**config.mk**
```make
export PLATFORM = sky130hd
export DESIGN_NAME = sgl_chain_builder
export DESIGN_NICKNAME = d
export VERILOG_FILES = /design/src/rtl/sgl_pkg.sv /design/src/rtl/sgl_piece_calc.sv /design/src/rtl/sgl_slot_ptr.sv /design/src/rtl/sgl_chain_builder.sv
export SDC_FILE = /design/constraint.sdc
export NUM_CORES = 1
export LEC_CHECK = 0
export BUFFER_PORTS_ARGS = -buffer_cell sky130_fd_sc_hd__buf_2
export CELL_PAD_IN_SITES_DETAIL_PLACEMENT = 1
export CELL_PAD_IN_SITES_GLOBAL_PLACEMENT = 2
export CORE_MARGIN = 1.5
export CORE_UTILIZATION = 27
export DETAILED_ROUTE_END_ITERATION = 7
export GPL_TIMING_DRIVEN = 0
export PLACE_DENSITY_LB_ADDON = 0.1
export SETUP_SLACK_MARGIN = 0.5
export SYNTH_ARGS = -nofsm -noshare
export SYNTH_HDL_FRONTEND = slang
export SYNTH_SLANG_ARGS = --single-unit
```
**constraint.sdc**
```tcl
create_clock -name clk -period 7.4 [get_ports clk]
set_input_delay 0.37 -clock clk [delete_from_list [all_inputs] [get_ports clk]]
set_output_delay 0.37 -clock clk [all_outputs]
set_load 0.01 [all_outputs]
```
**src/rtl/sgl_pkg.sv**
```systemverilog
`timescale 1ns/1ps
package sgl_pkg;
    localparam int SLOTS     = 8;
    localparam int ENT_BYTES = 16;
    localparam int BLK_BYTES = SLOTS * ENT_BYTES;

    localparam logic [31:0] FLAG_DATA = 32'h0;
    localparam logic [31:0] FLAG_LINK = 32'h1;
    localparam logic [31:0] FLAG_END  = 32'h2;

    typedef struct packed {
        logic [63:0] addr;
        logic [31:0] len;
        logic [31:0] flags;
    } sg_ent_t;

    typedef enum logic [2:0] {
        ST_IDLE, ST_LINK, ST_PAGE, ST_FOLD, ST_MVRD, ST_MVWR, ST_TERM
    } sg_state_t;

    typedef enum logic [2:0] {
        PO_HOLD, PO_CLEAR, PO_LINK, PO_ADV, PO_NEXT, PO_FOLD
    } ptr_op_t;

    // Entries reserved for a list of the given page count.
    function automatic int unsigned area_entries(int unsigned pages, int unsigned page_bytes);
        int unsigned bytes;
        bytes = ENT_BYTES * (pages + pages / 7 + 1);
        return ((bytes + page_bytes - 1) / page_bytes) * (page_bytes / ENT_BYTES);
    endfunction
endpackage

```
**src/rtl/sgl_piece_calc.sv**
```systemverilog
`timescale 1ns/1ps
module sgl_piece_calc #(
    parameter int PG_W = 12
) (
    input  logic [63:0]     pg_addr,
    input  logic [PG_W-1:0] offs,
    input  logic [31:0]     rem,
    input  logic            have_prev,
    input  logic [63:0]     prev_end,
    output logic [63:0]     daddr,
    output logic [31:0]     size,
    output logic            merge
);
    logic [PG_W:0] avail;

    always_comb begin
        avail = {1'b1, {PG_W{1'b0}}} - {1'b0, offs};
        daddr = pg_addr + 64'(offs);
        size  = (rem < 32'(avail)) ? rem : 32'(avail);
        merge = have_prev && (daddr == prev_end);
    end
endmodule

```
**src/rtl/sgl_slot_ptr.sv**
```systemverilog
`timescale 1ns/1ps
module sgl_slot_ptr
    import sgl_pkg::*;
#(
    parameter int IDX_W = 10,
    localparam int BLK_W = IDX_W - 3
) (
    input  logic             clk,
    input  logic             rst,
    input  ptr_op_t          op,
    output logic [BLK_W-1:0] blk,
    output logic [3:0]       slot
);
    always_ff @(posedge clk) begin
        if (rst) begin
            blk  <= '0;
            slot <= '0;
        end else begin
            case (op)
                PO_CLEAR: begin blk <= '0; slot <= 4'd0; end
                PO_LINK:  slot <= 4'd1;
                PO_ADV:   slot <= slot + 4'd1;
                PO_NEXT:  begin blk <= blk + 1'b1; slot <= 4'd0; end
                PO_FOLD:  if (slot == 4'd1) begin
                              blk  <= blk - 1'b1;
                              slot <= 4'd8;
                          end
                default:  ;
            endcase
        end
    end

    // a block never holds more than eight entries
    a_r3_slot_bound: assert property (@(posedge clk) disable iff (rst)
        slot <= 4'd8);

    // a final block with only its link folds onto slot 8 of the previous block
    a_r7_fold_target: assert property (@(posedge clk) disable iff (rst)
        (op == PO_FOLD && slot == 4'd1) |=> (slot == 4'd8));
endmodule

```
**src/rtl/sgl_chain_builder.sv**
```systemverilog
`timescale 1ns/1ps
module sgl_chain_builder
    import sgl_pkg::*;
#(
    parameter int IDX_W = 10,
    parameter int PG_W  = 12,
    parameter int CNT_W = 16
) (
    input  logic             clk,
    input  logic             rst,
    input  logic             start,
    input  logic [63:0]      list_base,
    input  logic [PG_W-1:0]  first_offs,
    input  logic [31:0]      total_bytes,
    input  logic [CNT_W-1:0] page_cnt,
    input  logic             pg_valid,
    input  logic [63:0]      pg_addr,
    output logic             pg_ready,
    output logic             ram_we,
    output logic [IDX_W-1:0] ram_waddr,
    output logic [127:0]     ram_wdata,
    output logic             ram_re,
    output logic [IDX_W-1:0] ram_raddr,
    input  logic [127:0]     ram_rdata,
    output logic             done
);
    localparam int BLK_W      = IDX_W - 3;
    localparam int PAGE_BYTES = 1 << PG_W;

    sg_state_t        state;
    ptr_op_t          op;
    logic [BLK_W-1:0] blk;
    logic [3:0]       slot;
    logic [63:0]      base_q, prev_end_q, last_addr_q;
    logic [CNT_W-1:0] pcnt_q, taken_q;
    logic [31:0]      rem_q, last_len_q;
    logic [PG_W-1:0]  offs_q;
    logic             have_prev_q, done_q;
    logic [IDX_W-1:0] last_idx_q;
    logic [3:0]       mv_q;

    logic [63:0]      daddr;
    logic [31:0]      psize;
    logic             merge;
    logic [IDX_W-1:0] blk_base, cur_idx;
    logic             last_pg, take;
    sg_ent_t          wr_ent;

    sgl_piece_calc #(.PG_W(PG_W)) u_piece (
        .pg_addr(pg_addr), .offs(offs_q), .rem(rem_q),
        .have_prev(have_prev_q), .prev_end(prev_end_q),
        .daddr(daddr), .size(psize), .merge(merge)
    );

    sgl_slot_ptr #(.IDX_W(IDX_W)) u_ptr (
        .clk(clk), .rst(rst), .op(op), .blk(blk), .slot(slot)
    );

    assign blk_base = {blk, 3'b000};
    assign cur_idx  = blk_base + IDX_W'(slot);
    assign last_pg  = (taken_q + CNT_W'(1)) == pcnt_q;
    assign take     = (state == ST_PAGE) && pg_valid;
    assign pg_ready = (state == ST_PAGE);
    assign done     = done_q;
    assign ram_wdata = wr_ent;

    always_comb begin
        op        = PO_HOLD;
        ram_we    = 1'b0;
        ram_waddr = '0;
        wr_ent    = '0;
        ram_re    = 1'b0;
        ram_raddr = '0;
        case (state)
            ST_IDLE: if (start) op = PO_CLEAR;
            ST_LINK: begin
                op        = PO_LINK;
                ram_we    = 1'b1;
                ram_waddr = blk_base;
                wr_ent    = '{addr: base_q + ((64'(blk) + 64'd1) << 7),
                              len: 32'(BLK_BYTES), flags: FLAG_LINK};
            end
            ST_PAGE: if (pg_valid) begin
                ram_we = 1'b1;
                if (merge) begin
                    ram_waddr = last_idx_q;
                    wr_ent    = '{addr: last_addr_q, len: last_len_q + psize, flags: FLAG_DATA};
                end else begin
                    ram_waddr = cur_idx;
                    wr_ent    = '{addr: daddr, len: psize, flags: FLAG_DATA};
                    op        = (slot == 4'd7 && !last_pg) ? PO_NEXT : PO_ADV;
                end
            end
            ST_FOLD: op = PO_FOLD;
            ST_MVRD: begin
                ram_re    = 1'b1;
                ram_raddr = blk_base + IDX_W'(mv_q);
            end
            ST_MVWR: begin
                ram_we    = 1'b1;
                ram_waddr = blk_base + IDX_W'(mv_q) - IDX_W'(1);
                wr_ent    = sg_ent_t'(ram_rdata);
            end
            ST_TERM: begin
                ram_we    = 1'b1;
                ram_waddr = cur_idx - IDX_W'(1);
                wr_ent    = '{addr: 64'd0, len: 32'd0, flags: FLAG_END};
            end
            default: ;
        endcase
    end

    always_ff @(posedge clk) begin
        if (rst) begin
            state       <= ST_IDLE;
            base_q      <= '0;
            pcnt_q      <= '0;
            taken_q     <= '0;
            rem_q       <= '0;
            offs_q      <= '0;
            have_prev_q <= 1'b0;
            prev_end_q  <= '0;
            last_addr_q <= '0;
            last_len_q  <= '0;
            last_idx_q  <= '0;
            mv_q        <= '0;
            done_q      <= 1'b0;
        end else begin
            done_q <= (state == ST_TERM);
            case (state)
                ST_IDLE: if (start) begin
                    base_q      <= list_base;
                    pcnt_q      <= page_cnt;
                    taken_q     <= '0;
                    rem_q       <= total_bytes;
                    offs_q      <= first_offs;
                    have_prev_q <= 1'b0;
                    state       <= ST_LINK;
                end
                ST_LINK: state <= ST_PAGE;
                ST_PAGE: if (take) begin
                    taken_q     <= taken_q + CNT_W'(1);
                    rem_q       <= rem_q - psize;
                    offs_q      <= '0;
                    prev_end_q  <= daddr + 64'(psize);
                    have_prev_q <= 1'b1;
                    if (merge) begin
                        last_len_q <= last_len_q + psize;
                    end else begin
                        last_addr_q <= daddr;
                        last_len_q  <= psize;
                        last_idx_q  <= cur_idx;
                    end
                    if (last_pg)                        state <= ST_FOLD;
                    else if (!merge && slot == 4'd7)    state <= ST_LINK;
                end
                ST_FOLD: begin
                    mv_q  <= 4'd1;
                    state <= ST_MVRD;
                end
                ST_MVRD: state <= ST_MVWR;
                ST_MVWR: begin
                    mv_q  <= mv_q + 4'd1;
                    state <= ((mv_q + 4'd1) == slot) ? ST_TERM : ST_MVRD;
                end
                ST_TERM: state <= ST_IDLE;
                default: state <= ST_IDLE;
            endcase
        end
    end

    // completion is a single-cycle pulse
    a_r11_done_pulse: assert property (@(posedge clk) disable iff (rst)
        done |=> !done);

    // the first write of a list is the link entry at index 0
    a_r3_link_first: assert property (@(posedge clk) disable iff (rst)
        (state == ST_IDLE && start) |=>
            (ram_we && ram_waddr == '0 && ram_wdata[31:0] == FLAG_LINK
             && ram_wdata[63:32] == 32'(BLK_BYTES)));

    // a move write lands one index below the read of the previous cycle
    a_r8_move_pair: assert property (@(posedge clk) disable iff (rst)
        (state == ST_MVWR) |-> ($past(ram_re) && (ram_waddr + IDX_W'(1)) == $past(ram_raddr)));

    // every write stays inside the descriptor area
    a_r9_in_area: assert property (@(posedge clk) disable iff (rst)
        ram_we |-> (32'(ram_waddr) < area_entries(32'(pcnt_q), PAGE_BYTES)));

    // no page is taken beyond the announced count
    a_r10_no_extra_page: assert property (@(posedge clk) disable iff (rst)
        (pg_valid && pg_ready) |-> (taken_q < pcnt_q));
endmodule

```
# Yosys cells after proc, flatten, opt, wreduce, memory -nomap -nowiden
# Cells that the tools add are included.
# word_totals
output_inout_bits,152
regBits,330
in_bits,320
elab_cells,113
# classes
muxes,40
eq_ne,20
n_reduce_logical,20
bitwise_logic,1
add_sub_neg,16
magnitude_cmp,1
# ops
cell,count
$pmux W128 S4,1
$mux W128,2
$mux W32,4
$add A64 B12 Y64,1
$add A64 B15 Y64,1
$add A64 B32 Y64,1
$eq A64 B64 Y1,1
$pmux W32 S2,1
$pmux W10 S4,1
$add A32 B32 Y32,1
$lt A32 B13 Y1,1
$mux W16,2
$pmux W16 S2,1
$sub A32 B32 Y32,1
$mux W10,3
$mux W12,2
$pmux W12 S2,1
$mux W3,7
$pmux W7 S3,1
$add A10 B4 Y10,2
$sub A10 B1 Y10 const B,2
$pmux W3 S6,1
$add A16 B1 Y16 const B,1
$eq A16 B16 Y1,1
other kinds (33),58

# Longest topological paths before layout
# depth
depth_word,12
ltp_mapped,33
depth_no_buf,31

# Hierarchy
# A second synthesis with hierarchy kept.
# hier_totals
cells_unflattened,3913
area_unflattened_um2,28189.5
# modules_own_cells
module,cells_each,seq_area_each_um2,area_per_inst_um2,instances
sgl_chain_builder,3147,6386.1,22927.0,1
sgl_piece_calc,674,0.0,4479.3,1
sgl_slot_ptr,92,220.2,783.3,1

# Worst setup path before layout
# Ideal clock, no wire load.
# synth_timing
path_type,register -> register
start,reg offs_q[1]
end,reg prev_end_q[60]
period_less_slack_ps,6986
slack_ps,414
required_time_ps,7330
path_stages_with_launch,30
n_path_buf,2
arrival_ps,6916
setup_time_ps,70
path_cell_list,dfxtp_1 -> inv_1 -> ha_1 -> inv_1 -> or4_1 -> or3b_2 -> ha_1 -> a21oi_1 -> nand4_1 -> a31oi_1 -> clkbuf_1 -> mux2i_1 -> ha_1 -> inv_1 -> fa_1 -> nor2b_1 -> o21a_1 -> o21ai_0 -> a2111oi_1 -> o311ai_0 -> a211oi_1 -> o41ai_1 -> or4_1 -> nand2b_1 -> buf_2 -> nor4_4 -> nand4_1 -> xnor2_1 -> nand2_1 -> a21oi_1
# synth_via
elab_chain_len,4
word_cells_on_any_way,5
cone_classes,3 x add/sub; 1 x order compare; 1 x mux
# synth_rtl
item,line,text
start: declaration,sgl_chain_builder.sv:37,logic [PG_W-1:0] offs_q;
start signal: assignment,sgl_chain_builder.sv:136,offs_q <= first_offs;
$sub A13 B12 Y13,sgl_piece_calc.sv:17,"avail = {1'b1, {PG_W{1'b0}}} - {1'b0, offs};"
$lt A32 B13 Y1,sgl_piece_calc.sv:19,size = (rem < 32'(avail)) ? rem : 32'(avail);
$mux W32,sgl_piece_calc.sv:19,
$add A64 B32 Y64 *,sgl_chain_builder.sv:145,prev_end_q <= daddr + 64'(psize);
end signal: assignment,sgl_chain_builder.sv:145,
end: declaration,sgl_chain_builder.sv:34,"logic [63:0] base_q, prev_end_q, last_addr_q;"
# Mark *: on every way between the ends. The rest lies on a longest branch, timed or not.
# A chain may end at the register's enable or synchronous reset.

# Worst setup path after layout
# layout_timing
start,reg offs_q[1]
end,reg prev_end_q[63]
# Same word-level chain as after synthesis.

==> impl_metrics.tcl <==
set metrics [dict create \
    min_to "pcnt_q[0]$_SDFFE_PP0P_" \
    start_util_pct 27.3 \
    syn_to_final_growth_pct 32.1 \
    worst_hold_slack_ns 0.0257 \
    ioPinCount 472 \
    n_fill_cell 11600 \
    place.gp.congestion 0.913 \
    fin_cells 5460 \
    cpLargestDelayFamily "simple AND/OR/NAND/NOR gates" \
    synth-main-ff-cell "dfxtp_1" \
    cts_root_buf "clkbuf_16" \
    rows 112 \
    grt_pass1_vias 29400 \
    leakagePower_uw 0.0142 \
    numCtsBuffers 45 \
    peakVddDrop_v 0.000156 \
    crit_type "reg2reg" \
    maxCapViolCount 0 \
    detail-route-antenna-nets 0 \
    fmax_mhz 143 \
    clkSinkCount 330 \
    layout.nets 4618 \
    fin_crit_sh_pct 94.8 \
    insertion_delay_ns 0.61 \
    cpPeakStageDelay_ns 0.60 \
    drt_iter0_drc 1643 \
    min_path_cells 3 \
    synth_top_area_cell "dfxtp_1" \
    power.total_uw 7160 \
    cp-start-kind "register" \
    yosys.area.top_type_share_pct 25.8 \
    rsz0062_at_grt "true" \
    worst-r2r-setup-slack_ns 0.39 \
    ys_seq_area_share_pct 25.8 \
    end_kind "register" \
    ys_types 98 \
    drt_wl_total_um 140000 \
    synthTopCellsByArea "dfxtp_1 26%, nand2_1 8.0%, xnor2_1 7.3%" \
    finalSetupViolCount 0 \
    wl_per_cell_um 25.6 \
    ys_ff_latch 330 \
    syn_avg_cell_area_um2 7.36 \
    synth-warning-count 0 \
    critPathRequiredTime_ns 7.92 \
    crit_arrival_ns 7.54 \
    fin_skew_ns 0.0323 \
    drc 0 \
    cp_slowest_cell "or4_4" \
    routed_via_density 5.29 \
    syn_inst 3475 \
    crit_fanout 7 \
    antenna_found_initial 5 \
    final_cell_mix "545 x nand2_1, 482 x buf_2, 322 x dfxtp_1" \
    r2r-end "prev_end_q[63]$_SDFFE_PP0P_" \
    fin_crit_ns 7.01 \
    hp-start "page_cnt[0]" \
    slew_violations 0 \
    core_um2 93600 \
    io_buffers 459 \
    final_layout_size_suffix_gt1_share_pct 21.2 \
    ctsLongestPathBuffers 3 \
    grt_max_degree 13 \
    hp-class "in2reg" \
    r2r_start "offs_q[1]$_SDFFE_PP0P_" \
    slew_headroom_pct 8.15 \
    outcome "finished, final reports clean" \
    hold_viol_final 0 \
    dpl.cell_count 5224 \
    worstMarginPinSlew_ns 1.38 \
    synth_enable_flop_cells 0 \
    cts.clk_slew.worst_paths_ns 0.06 \
    crit_path_frequent_cell "buf_6" \
    dieArea_um2 96600 \
    cts_max_level 2 \
    via_count 28900 \
    fp.dieH_um 311 \
    grt_first_pass_wirelength_um 202000 \
    drtPass1Iterations 5 \
    cts_tree "yes" \
    dieWidth_um 311 \
    worstRegToRegCells 30 \
    p_per_area_nw_per_um2 212 \
    dp_hpwl_um 111000 \
    grtUsageTotal_pct 27.8 \
    cp_num_buf_inv 7 \
    syn_area_um2 25600 \
    mostFrequentLayoutCell "nand2_1" \
    async_flop_share_pct 0 \
    gr-total-overflow 0 \
]
[flip-flops by register name, summed over array words and instances (netlist names)]
register,flops
mv_q,4
last_idx_q,10
taken_q,16
done,1
offs_q,12
base_q,64
state,3
prev_end_q,64
rem_q,32
last_addr_q,64
u_ptr.slot,4
pcnt_q,16
last_len_q,32
have_prev_q,1
u_ptr.blk,7
[worst max path at each step]
stage                                        to              startpoint  depth (start not counted)  slack [ns]
global route                      ram_wdata[60]  offs_q[2]$_SDFFE_PP0P_                         33        0.09
global placement    prev_end_q[42]$_SDFFE_PP0P_  offs_q[1]$_SDFFE_PP0P_                         27       -1.66
finish              prev_end_q[63]$_SDFFE_PP0P_  offs_q[1]$_SDFFE_PP0P_                         30        0.39
floorplan           prev_end_q[60]$_SDFFE_PP0P_  offs_q[1]$_SDFFE_PP0P_                         29        0.50
CTS                               ram_wdata[63]  offs_q[2]$_SDFFE_PP0P_                         31        0.40
detailed placement  prev_end_q[60]$_SDFFE_PP0P_  offs_q[1]$_SDFFE_PP0P_                         29       -1.63
[tightest hold or removal path: stages]
cell and delay (ns):
buf_2 0.10, nand2_1 0.05, a21oi_1 0.05
[per-stage QoR]
step                      setup TNS (ns)  instance area (um^2)  util, %  setup WS, ns
after floorplan                        0                 25700        -         0.504
after global routing                   0                 33800     36.1        0.0949
after CTS                              0                 33000     35.2         0.403
final                                  0                 33800     36.1         0.388
after detailed placement          -43.78                 29600     31.6         -1.63
after global placement            -49.42                 29600     31.6         -1.66
[per-layer routing]
layer  global-route usage, %  up-vias  part of all wire (%)
met1                    36.4    14400                    45
met2                    48.4      654                    48
met3                    2.42      172                   3.5
li1                        -    13600                     -
met4                    8.20        2                   3.1
met5                       0        -                0.0086
[cells in the mapped netlist (11+ instances only)]
cell type,number
a211oi_1,68
a21o_1,57
a21oi_1,309
a22oi_1,72
a31oi_1,16
and2_1,21
and3_1,68
and4_1,15
buf_2,28
clkbuf_1,165
dfxtp_1,330
ha_1,124
inv_1,97
mux2i_1,103
nand2_1,547
nand2b_1,48
nand3_1,121
nand4_1,49
nor2_1,303
nor2b_1,31
nor3_1,78
nor4_1,30
o21a_1,11
o21ai_0,177
o21ai_1,11
o21bai_1,19
o221ai_1,20
or3_1,14
xnor2_1,214
xor2_1,108
[kinds of logic after synthesis]
group                    after synthesis  share of synthesized area, %
adder cells (fa/ha/maj)              130                          6.53
XOR/XNOR                             327                          11.4
multiplexers                         107                          4.20
flip-flops                           330                          25.8
AND/OR/NAND/NOR                     1395                          25.7
AO/OA/AOI/OAI                        877                          21.6
buffers and inverters                308                          4.77
other                                  1                        0.0147
[power breakdown]
| part | switching, uW | internal, uW | total [uW] |
|---|---|---|---|
| sequential | 131 | 1900 | 2030 |
| combinational | 1610 | 992 | 2600 |
| clock | 983 | 1540 | 2530 |
| total | 2720 | 4440 | 7160 |
[cell type report]
type	count	area, um^2	area share (%)
diodes	2	5.00	0.0148
plain buffers	211	911	2.69
clock buffers	59	1290	3.81
clock inverters	24	382	1.13
inverters	97	374	1.11
multi-input cells	2873	19100	56.4
flip-flops and latches	330	6630	19.6
well taps	1254	1570	4.64
repair buffers	610	3600	10.6
[what timing repair did]
item                                   4_1_cts  5_1_grt
cloned                                       1        0
endpoints found under the hold margin       55        0
hold buffers                                55        0
pin swaps                                   47       72
setup buffers                               50       45
resized for setup                          163      115
setup endpoints to repair                  189      115
No activity file was read; power rests on OpenSTA's default activity.
